--- config.mk ---
export PLATFORM = sky130hd
export DESIGN_NAME = pwm_timebase
export DESIGN_NICKNAME = d
export VERILOG_FILES = /design/src/rtl/pwm_timebase_pkg.sv /design/src/rtl/pwm_sync_rx.sv /design/src/rtl/pwm_prd_shadow.sv /design/src/rtl/pwm_tb_counter.sv /design/src/rtl/pwm_sync_out.sv /design/src/rtl/pwm_timebase.sv
export SDC_FILE = /design/constraint.sdc
export NUM_CORES = 1
export LEC_CHECK = 0
export BUFFER_PORTS_ARGS = -buffer_cell sky130_fd_sc_hd__buf_2
export CAP_MARGIN = 15
export CORE_ASPECT_RATIO = 1.4
export CORE_MARGIN = 10
export CORE_UTILIZATION = 25
export CTS_BUF_LIST = sky130_fd_sc_hd__clkbuf_16
export DETAILED_ROUTE_END_ITERATION = 12
export RECOVER_POWER = 25
export SKIP_CTS_REPAIR_TIMING = 1
export SLEW_MARGIN = 5
export SYNTH_ARGS = -nofsm -noshare
export SYNTH_HDL_FRONTEND = slang
export SYNTH_SLANG_ARGS = --single-unit
--- constraint.sdc ---
create_clock -name clk -period 7.8 [get_ports clk]
set_input_delay 0.39 -clock clk [delete_from_list [all_inputs] [get_ports clk]]
set_output_delay 0.39 -clock clk [all_outputs]
set_load 0.05 [all_outputs]
--- src/rtl/pwm_timebase_pkg.sv ---
package pwm_timebase_pkg;

    typedef enum logic {
        CM_SAW = 1'b0,
        CM_TRI = 1'b1
    } cnt_mode_e;

    typedef enum logic [1:0] {
        SO_OFF  = 2'd0,
        SO_ZERO = 2'd1,
        SO_PASS = 2'd2
    } so_sel_e;

    typedef enum logic [1:0] {
        PL_ZERO   = 2'd0,
        PL_SYNC   = 2'd1,
        PL_DIRECT = 2'd2
    } prd_ld_e;

    typedef enum logic {
        ST_UP   = 1'b0,
        ST_DOWN = 1'b1
    } dir_st_e;

endpackage

--- src/rtl/pwm_sync_rx.sv ---
// Receive path for the sync pulse. Together with the counter register it
// makes LAT register stages from sync_in to the counter output.
module pwm_sync_rx #(
    parameter int LAT = 2
) (
    input  logic clk,
    input  logic rst_n,
    input  logic sync_in,
    output logic sync_eff
);
    localparam int STAGES = (LAT > 1) ? LAT - 1 : 0;

    generate
        if (STAGES == 0) begin : g_direct
            assign sync_eff = sync_in;
        end else begin : g_pipe
            logic [STAGES-1:0] pipe_q;
            always_ff @(posedge clk or negedge rst_n) begin
                if (!rst_n) begin
                    pipe_q <= '0;
                end else begin
                    pipe_q[0] <= sync_in;
                    for (int i = 1; i < STAGES; i++) begin
                        pipe_q[i] <= pipe_q[i-1];
                    end
                end
            end
            assign sync_eff = pipe_q[STAGES-1];
        end
    endgenerate
endmodule

--- src/rtl/pwm_prd_shadow.sv ---
module pwm_prd_shadow
    import pwm_timebase_pkg::*;
#(
    parameter int          W       = 16,
    parameter logic [W-1:0] DEF_PRD = 16'd100
) (
    input  logic         clk,
    input  logic         rst_n,
    input  logic         run,
    input  prd_ld_e      sel,
    input  logic         wr,
    input  logic [W-1:0] din,
    input  logic         at_zero,
    input  logic         sync_evt,
    output logic [W-1:0] act_prd
);
    logic [W-1:0] shd_q;

    always_ff @(posedge clk or negedge rst_n) begin
        if (!rst_n) begin
            shd_q   <= DEF_PRD;
            act_prd <= DEF_PRD;
        end else begin
            if (wr) begin
                shd_q <= din;
            end
            unique case (sel)
                PL_ZERO:   if (run && at_zero)  act_prd <= shd_q;
                PL_SYNC:   if (run && sync_evt) act_prd <= shd_q;
                PL_DIRECT: if (wr)              act_prd <= din;
                default:   ;
            endcase
        end
    end
endmodule

--- src/rtl/pwm_tb_counter.sv ---
module pwm_tb_counter
    import pwm_timebase_pkg::*;
#(
    parameter int W = 16
) (
    input  logic         clk,
    input  logic         rst_n,
    input  logic         run,
    input  cnt_mode_e    mode,
    input  logic [W-1:0] prd,
    input  logic         load,
    input  logic [W-1:0] phs,
    input  logic         dir_dn,
    output logic [W-1:0] cnt,
    output logic         zero,
    output logic         top
);
    localparam logic [W-1:0] ONE = W'(1);

    dir_st_e      st_q, st_n;
    logic [W-1:0] cnt_q, cnt_n;

    // next-state and next-count logic
    always_comb begin
        st_n  = st_q;
        cnt_n = cnt_q;
        if (!run) begin
            st_n  = st_q;
            cnt_n = cnt_q;
        end else if (load) begin
            cnt_n = phs;
            st_n  = (mode == CM_TRI && dir_dn) ? ST_DOWN : ST_UP;
        end else if (mode == CM_SAW) begin
            st_n  = ST_UP;
            cnt_n = (cnt_q >= prd) ? '0 : cnt_q + ONE;
        end else begin
            unique case (st_q)
                ST_UP: begin
                    if (cnt_q >= prd) begin
                        st_n  = ST_DOWN;
                        cnt_n = (cnt_q == '0) ? '0 : cnt_q - ONE;
                    end else begin
                        cnt_n = cnt_q + ONE;
                    end
                end
                ST_DOWN: begin
                    if (cnt_q == '0) begin
                        st_n  = ST_UP;
                        cnt_n = (prd == '0) ? '0 : ONE;
                    end else begin
                        cnt_n = cnt_q - ONE;
                    end
                end
            endcase
        end
    end

    // state register
    always_ff @(posedge clk or negedge rst_n) begin
        if (!rst_n) begin
            st_q  <= ST_UP;
            cnt_q <= '0;
        end else begin
            st_q  <= st_n;
            cnt_q <= cnt_n;
        end
    end

    // outputs
    always_comb begin
        cnt  = cnt_q;
        zero = run && (cnt_q == '0);
        top  = run && (cnt_q == prd);
    end
endmodule

--- src/rtl/pwm_sync_out.sv ---
module pwm_sync_out
    import pwm_timebase_pkg::*;
(
    input  so_sel_e sel,
    input  logic    zero,
    input  logic    sync_in,
    output logic    sync_out
);
    always_comb begin
        unique case (sel)
            SO_ZERO: sync_out = zero;
            SO_PASS: sync_out = sync_in;
            default: sync_out = 1'b0;
        endcase
    end
endmodule

--- src/rtl/pwm_timebase.sv ---
module pwm_timebase
    import pwm_timebase_pkg::*;
#(
    parameter int           W        = 16,
    parameter int           SYNC_LAT = 2,
    parameter logic [W-1:0] DEF_PRD  = 16'd100
) (
    input  logic         clk,
    input  logic         rst_n,
    input  logic         run_en,
    input  logic         cnt_mode,
    input  logic         prd_wr,
    input  logic [W-1:0] prd_din,
    input  logic [1:0]   prd_ld_sel,
    input  logic         phs_en,
    input  logic [W-1:0] phs_val,
    input  logic         phs_dir_dn,
    input  logic [1:0]   so_sel,
    input  logic         sync_in,
    output logic [W-1:0] count,
    output logic         zero_evt,
    output logic         prd_evt,
    output logic         sync_out
);
    logic         sync_eff;
    logic [W-1:0] act_prd;

    pwm_sync_rx #(.LAT(SYNC_LAT)) u_rx (
        .clk      (clk),
        .rst_n    (rst_n),
        .sync_in  (sync_in),
        .sync_eff (sync_eff)
    );

    pwm_prd_shadow #(.W(W), .DEF_PRD(DEF_PRD)) u_prd (
        .clk      (clk),
        .rst_n    (rst_n),
        .run      (run_en),
        .sel      (prd_ld_e'(prd_ld_sel)),
        .wr       (prd_wr),
        .din      (prd_din),
        .at_zero  (zero_evt),
        .sync_evt (sync_eff),
        .act_prd  (act_prd)
    );

    pwm_tb_counter #(.W(W)) u_cnt (
        .clk    (clk),
        .rst_n  (rst_n),
        .run    (run_en),
        .mode   (cnt_mode_e'(cnt_mode)),
        .prd    (act_prd),
        .load   (sync_eff && phs_en),
        .phs    (phs_val),
        .dir_dn (phs_dir_dn),
        .cnt    (count),
        .zero   (zero_evt),
        .top    (prd_evt)
    );

    pwm_sync_out u_so (
        .sel      (so_sel_e'(so_sel)),
        .zero     (zero_evt),
        .sync_in  (sync_in),
        .sync_out (sync_out)
    );
endmodule

=== Yosys cells after proc, flatten, opt, wreduce, memory -nomap -nowiden ===
Index checks and enable logic that the tools add are counted.

* Add/subtract/negate cells: 2
* Order comparisons: 1
* Eq/ne operators: 8
* Muxes and demuxes: 19
* Bitwise logic cells: 1
* Reductions and logical operators: 11

{| class="wikitable"
|+ Operator list
! kind !! count
|-
| two-way mux 16 bit || 9
|-
| one-hot mux 16 bit (3 select lines) || 1
|-
| logical NOT 16 bit || 2
|-
| one-hot mux 16 bit (2 select lines) || 1
|-
| adder 16 x 1 -> 16 bit (second input constant) || 1
|-
| == test 16 bit || 1
|-
| >= comparator 16 bit || 1
|-
| subtractor 16 x 1 -> 16 bit (second input constant) || 1
|-
| logical AND 1 bit || 6
|-
| two-way mux 1 bit || 6
|-
| == test 2 x 1 -> 1 bit (second input constant) || 2
|-
| == test 2 bit (second input constant) || 2
|-
| != test 2 x 1 -> 1 bit (second input constant) || 2
|-
| one-hot mux 1 bit (2 select lines) || 2
|-
| AND reduction 4 bit || 1
|-
| nonzero test 3 bit || 1
|-
| logical NOT 2 bit || 1
|-
| != test 2 bit (second input constant) || 1
|-
| NOT 1 bit || 1
|}

* Register bits after elaboration: 50
* Input bits: 44
* Output and inout port bits: 19
* Word-level logic and storage cells: 47

=== Depth between registers and ports, before layout ===
Gate-level depths: netlist of the first run.

* Word-level depth: 6
* Gate-level depth with buffers: 10
* Depth with buffers taken out: 9

=== By module ===
Synthesis of the first run repeated with hierarchy kept, for this count alone.

* Cells, all modules: 389
* Area, all modules: 3842.4 um^2

{| class="wikitable"
|+ Modules (own cells, without submodules)
! module !! times used !! cells each !! area an instance (um^2) !! seq. area each (um^2)
|-
| pwm_tb_counter || 1 || 291 || 2306.0 || 425.4
|-
| pwm_prd_shadow || 1 || 90 || 1461.4 || 808.3
|-
| pwm_sync_out || 1 || 6 || 43.8 || 0.0
|-
| pwm_sync_rx || 1 || 1 || 25.0 || 25.0
|-
| pwm_timebase || 1 || 1 || 6.3 || 0.0
|}

=== Worst setup path before layout of the first run ===
OpenSTA, ideal clock, no wires.

* Path kind: register to output
* Start point: register u_cnt.cnt_q[9] (netlist: u_cnt.cnt[9])
* End point: output sync_out
* Data arrival time: 3323 ps
* Data required time: 7410 ps
* Path slack: 4087 ps
* Cell stages (with the launch flop): 8
* Buffers on the path: 1
* Cell sequence: dfrtp_1 -> buf_6 -> or4_4 -> or4_4 -> nor4_1 -> and2_1 -> nand2_1 -> a21oi_1

* Longest elaborated chain between the ends: 3

{| class="wikitable"
|+ Ends and longest elaborated chain
! what !! RTL line !! source
|-
| start, declared || pwm_tb_counter.sv:21 || <nowiki>logic [W-1:0] cnt_q, cnt_n;</nowiki>
|-
| start signal, assigned || pwm_tb_counter.sv:65 || <nowiki>cnt_q <= cnt_n;</nowiki>
|-
| logical NOT 16 bit || pwm_tb_counter.sv:72 || <nowiki>zero = run && (cnt_q == '0);</nowiki>
|-
| logical AND 1 bit || pwm_tb_counter.sv:72 ||
|-
| net zero_evt || pwm_timebase.sv:21 || <nowiki>output logic zero_evt,</nowiki>
|-
| one-hot mux 1 bit (2 select lines) || pwm_sync_out.sv:10 || <nowiki>unique case (sel)</nowiki>
|-
| end, declared || pwm_timebase.sv:23 || <nowiki>output logic sync_out</nowiki>
|}

The timed path passes the listed nets, and every way through them passes these cells.

=== Worst setup path after layout of the first run ===
* Start point: register u_cnt.cnt_q[9] (netlist: u_cnt.cnt[9])
* End point: output sync_out

* Longest elaborated chain between the ends: 3

{| class="wikitable"
|+ Ends and longest elaborated chain
! what !! RTL line
|-
| logical NOT 16 bit || pwm_tb_counter.sv:72
|-
| logical AND 1 bit || pwm_tb_counter.sv:72
|-
| one-hot mux 1 bit (2 select lines) || pwm_sync_out.sv:10
|}

Every way passes these cells.

==> impl_metrics.env, run 1 <==
export IMPL_cp_required_ps=7410
export IMPL_r2r_end="u_cnt.cnt[7]$_DFFE_PN0P_"
export IMPL_die_h_um=159
export IMPL_synth_area_um2=3470
export IMPL_antenna_found_initial=0
export IMPL_post_route_period_util_pct=43.1
export IMPL_ys_top_cells_by_area="dfrtp_1 32%, ha_1 7.2%, nand2_1 5.5%"
export IMPL_rr_worst_depth=8
export IMPL_pre_cts_ws_ps=4740
export IMPL_p_sw_share_pct=46.7
export IMPL_end_kind="output pin"
export IMPL_fmax_mhz=298
export IMPL_cts_root_buf="clkbuf_16"
export IMPL_maxCapViolCount=1
export IMPL_die_w_um=120
export IMPL_status="finished, violations left"
export IMPL_crit_path_start_kind="register"
export IMPL_power_mw=1.22
export IMPL_net_switching_power_mw=0.570
export IMPL_grt_setup_unrepaired="false"
export IMPL_gp_congestion=0.872
export IMPL_synth_seq_cells=50
export IMPL_ant_nets=0
export IMPL_grt_pass1_wl_mm=15.9
export IMPL_combPwrFrac_pct=45.5
export IMPL_final_util_pct=29.9
export IMPL_slew_headroom_pct=-36.0
export IMPL_powerDensity_nw_per_um2=302
export IMPL_syn_avg_cell_area_um2=9.37
export IMPL_track_usage_pct=9.97
export IMPL_drt_iter0_drc=131
export IMPL_synth_nets=434
export IMPL_reg2reg_slack_ps=4800
export IMPL_fin_tns_setup_ps=0
export IMPL_std_cell_rows=50
export IMPL_finalSetupViolCount=0
export IMPL_drive_gt1_share_pct=25.2
export IMPL_nets=483
export IMPL_wl_per_cell_um=15.5
export IMPL_ys_seq_area_share_pct=36.3
export IMPL_drc=0
export IMPL_cts_sinks=50
export IMPL_syn_inst=370
export IMPL_grt_max_degree=51
export IMPL_clk_pin_slew_ps=70
export IMPL_cts_made_buffers=5
export IMPL_tightest_slew_ps=2040
export IMPL_hold_viol=0
export IMPL_p_seq_share_pct=36.4
export IMPL_synthArstFlopShare_pct=100
export IMPL_critPathLaunch="u_cnt.cnt[9]$_DFFE_PN0P_"
export IMPL_hold_path_class="input port to asynchronous set/reset pin"
export IMPL_yosys_warnings=0
export IMPL_final_max_slew_violation_count=39
export IMPL_diodes=0
export IMPL_yosys_area_top_type="dfrtp_1"
export IMPL_timing_rr_start="u_cnt.cnt[13]$_DFFE_PN0P_"
export IMPL_clock_skew_final_ps=4.35
export IMPL_synth_top_area_share_pct=31.7
export IMPL_hpwl_mm=7.31
export IMPL_p_int_mw=0.650
export IMPL_io_pins=63
export IMPL_clk_insertion_delay_late_ps=290
export IMPL_core_area_um2=13500
export IMPL_num_vias=2846
export IMPL_place_inst=592
export IMPL_p_clk_share_pct=18.0
export IMPL_setup_ws_ps=4440
export IMPL_irDropWorstVdd_mv=0.0873
export IMPL_period_needed_ps=3360
export IMPL_violations="capacitance limit, slew limit"
export IMPL_syn_to_final_growth_pct=16.6
export IMPL_dr_pass1_iters=4
export IMPL_fin_cells=602
export IMPL_mostFrequentLayoutCell="buf_2"
export IMPL_clk_path_buf_depth=2
export IMPL_synth_edf_count=0
export IMPL_wirelength_mm=9.35
export IMPL_crit_end="sync_out"
export IMPL_layout_common_cells="60 x buf_2, 51 x nand2_1, 44 x dfrtp_1"
export IMPL_crit_type="register to output pin"
export IMPL_die_area_um2=19100
export IMPL_synth_ff_type="dfrtp_1"
export IMPL_port_buffers=62
export IMPL_start_util_pct=25.7
export IMPL_arrival_ps=2970
export IMPL_crit_fanout=10
export IMPL_vias_per_cell=4.73
export IMPL_p_leak_nw=1.72
export IMPL_first_global_vias=3032
export IMPL_cts_tree="done"
export IMPL_synth_distinct_cells=49
export IMPL_grt_ovfl_total=0
export IMPL_ctsHtreeMaxLevel=2
==> cell type report <==
type,instances,area (um2)
repair buffers,65,330
flip-flops and latches,50,1260
clock buffers,5,125
clock inverters,3,20.0
multi-input cells,276,2000
inverters,21,78.8
well taps,182,228
fillers,1511,9470
==> synth_stat cells, types with 2 or more instances <==
| cell type | instances |
|---|---|
| a21boi_0 | 2 |
| a21o_1 | 2 |
| a21oi_1 | 11 |
| and2_1 | 4 |
| and3_1 | 3 |
| and4_1 | 2 |
| buf_2 | 3 |
| buf_6 | 3 |
| clkbuf_1 | 15 |
| dfrtp_1 | 44 |
| dfstp_2 | 6 |
| ha_1 | 20 |
| inv_1 | 21 |
| mux2_2 | 17 |
| mux2i_1 | 16 |
| nand2_1 | 51 |
| nand3_1 | 6 |
| nand4_1 | 5 |
| nand4b_1 | 2 |
| nor2_1 | 20 |
| nor2b_1 | 2 |
| nor3_1 | 8 |
| nor4_1 | 7 |
| o211a_1 | 11 |
| o211ai_1 | 2 |
| o21ai_0 | 11 |
| o21ai_1 | 16 |
| o221a_2 | 3 |
| o221ai_1 | 10 |
| o221ai_2 | 3 |
| or4_4 | 3 |
| xnor2_1 | 9 |
| xor2_1 | 16 |
==> logic make-up (layout without fill, tap and decap cells) <==
| family | count (synthesis) | after routing | share of synthesized area, % |
|---|---|---|---|
| AOI/OAI and AO/OA | 79 | 79 | 17.3 |
| xor gates and xnor gates | 25 | 25 | 6.31 |
| adders and majority gates | 20 | 20 | 7.22 |
| buffers and inverters | 44 | 94 | 5.95 |
| DFF | 50 | 50 | 36.3 |
| muxes | 33 | 33 | 10.1 |
| and+or+nand+nor | 119 | 119 | 16.8 |
==> layer usage <==
layer	part of all wire [%]	wire, um	GRT usage, %	vias up
li1	-	-	-	1422
met1	43	3980	11.4	1352
met2	51	4750	17.6	62
met3	5.0	468	2.76	10
met4	1.6	146	2.59	0
met5	0	0	0	-
==> power by group through the flow <==
| stage | clock network, mW | registers, mW | logic [mW] |
|---|---|---|---|
| finish | 0.220 | 0.444 | 0.555 |
| global route | 0.239 | 0.462 | 0.621 |
| CTS | 0.228 | 0.444 | 0.565 |
| detailed placement | 0 | 0.449 | 0.563 |
| global placement | 0 | 0.443 | 0.546 |
| floorplan | 0 | 0.509 | 0.360 |
==> worst min-delay path by stage <==
stage,from,to,depth (start not counted)
2_1_floorplan,rst_n,u_cnt.cnt[0]$_DFFE_PN0P_,0
3_3_place_gp,u_prd.act_prd[2]$_DFFE_PN1P_,u_prd.act_prd[2]$_DFFE_PN1P_,2
3_5_place_dp,u_prd.act_prd[2]$_DFFE_PN1P_,u_prd.act_prd[2]$_DFFE_PN1P_,2
4_1_cts,sync_in,u_rx.sync_eff$_DFF_PN0_,1
5_1_grt,rst_n,u_cnt.cnt[8]$_DFFE_PN0P_,1
6_report,rst_n,u_cnt.cnt[0]$_DFFE_PN0P_,1
==> flip-flops by register name, indices dropped and copies added, names as in the netlist <==
name	count
u_cnt.cnt	16
u_prd.act_prd	16
u_prd.shd_q	16
u_cnt.st_q	1
u_rx.sync_eff	1
==> worst max-delay path, cell delays in order, from the launching register on <==
cell and delay, ps:
dfrtp_1 500, or4_4 570, or4_4 450, nor4_1 460, and2_1 230, nand2_1 60, a21oi_1 120, buf_2 280
==> stage by stage <==
step	hold slack (ps)	area (um2)
2_1_floorplan	94.4	3470
3_3_place_gp	468	3890
3_5_place_dp	470	3890
4_1_cts	224	4030
5_1_grt	203	4040
6_report	139	4040
Power figures use the tool's default switching activity.
==> run 2: changes to the inputs <==
- clock period: 7.8 -> 3.39 ns (I/O delays scaled with it)
==> run 2 against run 1 <==
Compared with the run above:
- the flow now finishes without violations
- utilization is 0.69 points higher
- largest cell class unchanged
- sequential cell count unchanged
- register-to-register slack got worse by 4300 ps
- global-route usage is essentially flat
- final cell count up 1.3%
- critical path type unchanged
- wire length grew 3.3%
- cell area rose by 2.3%
- die area unchanged
- combinational power grew 140%
- clock skew rose by 3.2 ps
- via count grew 1.8%
- non-clock buffer count grew 8
==> impl_metrics.env, run 2 (synthesis results as in run 1) <==
export IMPL_status="completed"
export IMPL_period_needed_ps=2980
export IMPL_ant_nets=0
export IMPL_p_sw_share_pct=45.4
export IMPL_finalSetupViolCount=0
export IMPL_track_usage_pct=10.0
export IMPL_crit_path_start_kind="register"
export IMPL_p_seq_share_pct=33.9
export IMPL_ctsHtreeMaxLevel=2
export IMPL_grt_pass1_wl_mm=15.6
export IMPL_p_clk_share_pct=20.0
export IMPL_std_cell_rows=50
export IMPL_fmax_mhz=335
export IMPL_irDropWorstVdd_mv=0.220
export IMPL_cts_sinks=50
export IMPL_final_max_slew_violation_count=0
export IMPL_drc=0
export IMPL_fin_cells=610
export IMPL_first_global_vias=2896
export IMPL_num_vias=2896
export IMPL_die_h_um=159
export IMPL_wirelength_mm=9.66
export IMPL_dr_pass1_iters=5
export IMPL_final_util_pct=30.6
export IMPL_hpwl_mm=7.52
export IMPL_die_area_um2=19100
export IMPL_grt_ovfl_total=0
export IMPL_clock_skew_final_ps=7.56
export IMPL_hold_path_class="input port to register"
export IMPL_start_util_pct=25.7
export IMPL_fin_tns_setup_ps=0
export IMPL_drt_iter0_drc=106
export IMPL_end_kind="output pin"
export IMPL_grt_max_degree=51
export IMPL_antenna_found_initial=0
export IMPL_place_inst=600
export IMPL_post_dp_cell_area_um2=3950
export IMPL_io_pins=63
export IMPL_cts_made_buffers=5
export IMPL_grt_setup_unrepaired="false"
export IMPL_combPwrFrac_pct=46.1
export IMPL_clk_path_buf_depth=2
export IMPL_stdcell_area_um2=4140
export IMPL_diodes=0
export IMPL_post_route_period_util_pct=88.0
export IMPL_p_leak_nw=1.78
export IMPL_wl_per_cell_um=15.8
export IMPL_nets=491
export IMPL_powerDensity_nw_per_um2=708
export IMPL_slew_headroom_pct=12.1
export IMPL_core_area_um2=13500
export IMPL_cp_required_ps=3220
export IMPL_p_int_mw=1.60
export IMPL_mostFrequentLayoutCell="buf_2"
export IMPL_hold_viol=0
export IMPL_die_w_um=120
export IMPL_maxCapViolCount=0
export IMPL_gp_congestion=0.823
export IMPL_clk_insertion_delay_late_ps=300
export IMPL_syn_to_final_growth_pct=19.3
export IMPL_cts_tree="done"
export IMPL_net_switching_power_mw=1.33
export IMPL_crit_fanout=10
export IMPL_vias_per_cell=4.75
export IMPL_drive_gt1_share_pct=27.1
export IMPL_clk_pin_slew_ps=70
export IMPL_layout_common_cells="60 x buf_2, 51 x nand2_1, 44 x dfrtp_1"
export IMPL_cts_root_buf="clkbuf_16"
export IMPL_tightest_slew_ps=1320
export IMPL_arrival_ps=2810
export IMPL_crit_type="register to output pin"
export IMPL_port_buffers=62
-- run 2: cell types whose count changed in the layout (fill, tap and decap cells not counted), sizes merged --
cell	change
bufinv	+1
clkinvlp	-1
dlygate4sd3	+2
clkbuf	-1
buf	+7
-- run 2: routing by layer --
metal | GRT usage (%) | part of all wire (%) | routed length (um)
met1 | 11.3 | 40 | 3850
met2 | 17.8 | 53 | 5080
met3 | 2.76 | 6.2 | 596
met4 | 2.81 | 1.3 | 123
met5 | 0 | 0 | 0
-- run 2: final cells by class --
type,instances,area [um2]
Clock inverter,3,43.8
Inverter,21,78.8
Timing Repair Buffer,73,397
Fill cell,1468,9380
Multi-Input combinational cell,276,2010
Tap cell,182,228
Clock buffer,5,125
Sequential cell,50,1260
-- run 2: worst paths after layout --
kind                                         startpoint                            to  slack, ps  cells after the start
setup / recovery               u_cnt.cnt[9]$_DFFE_PN0P_                      sync_out        410                      7
hold / removal                               prd_din[9]    u_prd.shd_q[9]$_DFFE_PN0P_        120                      2
setup reg to reg               u_cnt.cnt[9]$_DFFE_PN0P_      u_cnt.cnt[9]$_DFFE_PN0P_        540                      7
hold reg to reg            u_prd.act_prd[5]$_DFFE_PN1P_  u_prd.act_prd[5]$_DFFE_PN1P_        480                      2
max in group asynchronous                         rst_n   u_prd.shd_q[11]$_DFFE_PN0P_       1880                      2
min in group asynchronous                         rst_n      u_cnt.cnt[5]$_DFFE_PN0P_        720                      2
-- run 2: power by group through the flow --
| stage | Combinational (mW) | Sequential (mW) | Clock (mW) |
|---|---|---|---|
| floorplan | 0.829 | 1.17 | 0 |
| global placement | 1.32 | 0.993 | 0 |
| detailed placement | 1.36 | 1.01 | 0 |
| CTS | 1.37 | 0.994 | 0.605 |
| global route | 1.49 | 1.03 | 0.632 |
| finish | 1.35 | 0.993 | 0.586 |
-- run 2: critical path: stages (launching register included) --
cell and delay, ps:
dfrtp_1 500, or4_4 580, or4_4 450, nor4_1 320, and2_1 200, nand2_1 80
a21oi_2 120, buf_2 270
-- run 2: stage by stage --
stage | power [mW] | worst slack [ps] | hold WS [ps]
finish | 2.93 | 406 | 122
global route | 3.15 | 225 | 123
CTS | 2.97 | 361 | -3.22
detailed placement | 2.36 | 567 | 308
global placement | 2.31 | 631 | 310
floorplan | 2.00 | 171 | -126
==> run 3: changes to the inputs <==
- CORE_ASPECT_RATIO: 1.4 -> 0.75
==> run 3 against run 2 <==
Compared with the run above:
- die area about the same
- critical endpoint is now u_prd.act_prd[9]$_DFFE_PN0P_
- hold slack got worse by 3.2 ps
- non-clock buffer count increased by 1
==> impl_metrics.env, run 3 (synthesis results as in run 1) <==
export IMPL_cp_required_ps=3520
export IMPL_grt_ovfl_total=0
export IMPL_start_util_pct=25.4
export IMPL_powerDensity_nw_per_um2=697
export IMPL_fin_tns_setup_ps=0
export IMPL_die_area_um2=19000
export IMPL_dr_pass1_iters=5
export IMPL_hold_viol=0
export IMPL_pre_cts_ws_ps=315
export IMPL_die_w_um=156
export IMPL_layout_common_cells="61 x buf_2, 51 x nand2_1, 44 x dfrtp_1"
export IMPL_final_max_slew_violation_count=0
export IMPL_io_pins=63
export IMPL_arrival_ps=3210
export IMPL_tightest_slew_ps=1260
export IMPL_diodes=0
export IMPL_crit_path_start_kind="register"
export IMPL_wl_per_cell_um=15.9
export IMPL_path_delay_family="simple AND/OR/NAND/NOR gates"
export IMPL_port_buffers=62
export IMPL_first_global_vias=3044
export IMPL_cts_sinks=50
export IMPL_mostFrequentLayoutCell="buf_2"
export IMPL_setup_ws_ps=316
export IMPL_worstPathCellList="or4_4 > or4_4 > or4_4 > o21ai_2 > a32oi_2 > nand2_1 > o21ai_1"
export IMPL_critPathSlowestCell="or4_4"
export IMPL_gp_congestion=0.849
export IMPL_cp_buffers_inverters=0
export IMPL_wirelength_mm=9.63
export IMPL_power_mw=2.86
export IMPL_grt_setup_unrepaired="false"
export IMPL_clock_skew_final_ps=3.67
export IMPL_grt_max_degree=38
export IMPL_ctsHtreeMaxLevel=2
export IMPL_status="completed"
export IMPL_std_cell_rows=37
export IMPL_hpwl_mm=7.53
export IMPL_finalSetupViolCount=0
export IMPL_critPathMaxStageDelay_ps=580
export IMPL_period_needed_ps=3070
export IMPL_grt_use_met2_pct=15.3
export IMPL_ant_nets=0
export IMPL_nets=492
export IMPL_syn_to_final_growth_pct=18.5
export IMPL_globalRouteMet3Util_pct=2.92
export IMPL_drive_gt1_share_pct=26.8
export IMPL_clk_path_buf_depth=2
export IMPL_crit_type="register to register"
export IMPL_end_kind="register"
export IMPL_slew_headroom_pct=16.2
export IMPL_cpMostUsedCell="or4_4"
export IMPL_num_vias=2855
export IMPL_core_area_um2=13700
export IMPL_cts_made_buffers=5
export IMPL_irDropWorstVdd_mv=0.342
export IMPL_grt_pass1_wl_mm=16.0
export IMPL_drt_iter0_drc=134
export IMPL_cts_tree="done"
export IMPL_clk_pin_slew_ps=70
export IMPL_grt_use_met1_pct=14.8
export IMPL_maxCapViolCount=0
export IMPL_cts_root_buf="clkbuf_16"
export IMPL_busiest_layer="met2"
export IMPL_post_route_period_util_pct=90.7
export IMPL_drc=0
export IMPL_fmax_mhz=325
export IMPL_antenna_found_initial=0
export IMPL_vias_per_cell=4.73
export IMPL_hold_path_class="input port to register"
export IMPL_clk_insertion_delay_late_ps=300
export IMPL_die_h_um=122
export IMPL_track_usage_pct=10.5
export IMPL_crit_fanout=32
export IMPL_p_leak_nw=1.77
==> run 3: changes by cell type in the layout (fill, tap and decap cells not counted), sizes merged <==
cell,change
buf,+2
clkinvlp,+2
clkinv,-1
clkbuf,-1
bufinv,-1
==> run 3: area by class of cell <==
cell class	count	area (um2)
clock buffer	5	125
clock inverter	3	18.8
fill	1448	9550
inverter	21	78.8
multi-input combinational	276	2010
sequential	50	1260
tap	175	219
timing repair buffer	74	404
==> run 3: final timing paths <==
path	startpoint	endpoint	slack (ps)	cells past startpoint
worst max-delay path	u_cnt.cnt[10]$_DFFE_PN0P_	u_prd.act_prd[9]$_DFFE_PN0P_	320	7
worst min-delay path	prd_din[15]	u_prd.shd_q[15]$_DFFE_PN0P_	120	2
worst max register to register	u_cnt.cnt[10]$_DFFE_PN0P_	u_prd.act_prd[9]$_DFFE_PN0P_	320	7
worst min register to register	u_prd.act_prd[6]$_DFFE_PN1P_	u_prd.act_prd[6]$_DFFE_PN1P_	470	2
max in group asynchronous	rst_n	u_prd.shd_q[6]$_DFFE_PN1P_	1670	3
min in group asynchronous	rst_n	u_cnt.cnt[1]$_DFFE_PN0P_	640	2
==> run 3: metal layers <==
layer | wire, um | share of wire [%]
met1 | 4860 | 51
met4 | 94 | 0.98
met3 | 610 | 6.3
met5 | 0 | 0
met2 | 4060 | 42
==> run 3: per-stage QoR <==
stage / util (%) / area [um2] / hold WS (ps) / instances
after floorplan: - / 3470 / -126 / 370
after global placement: 28.9 / 3950 / 156 / 594
after detailed placement: 28.9 / 3950 / 163 / 594
after CTS: 30.0 / 4090 / -161 / 602
after global routing: 30.1 / 4110 / 112 / 604
final: 30.1 / 4110 / 118 / 604
==> run 3: power breakdown <==
part | internal [mW] | total (mW) | switching [mW]
sequential | 0.744 | 0.967 | 0.223
combinational | 0.517 | 1.39 | 0.875
clock | 0.271 | 0.505 | 0.233
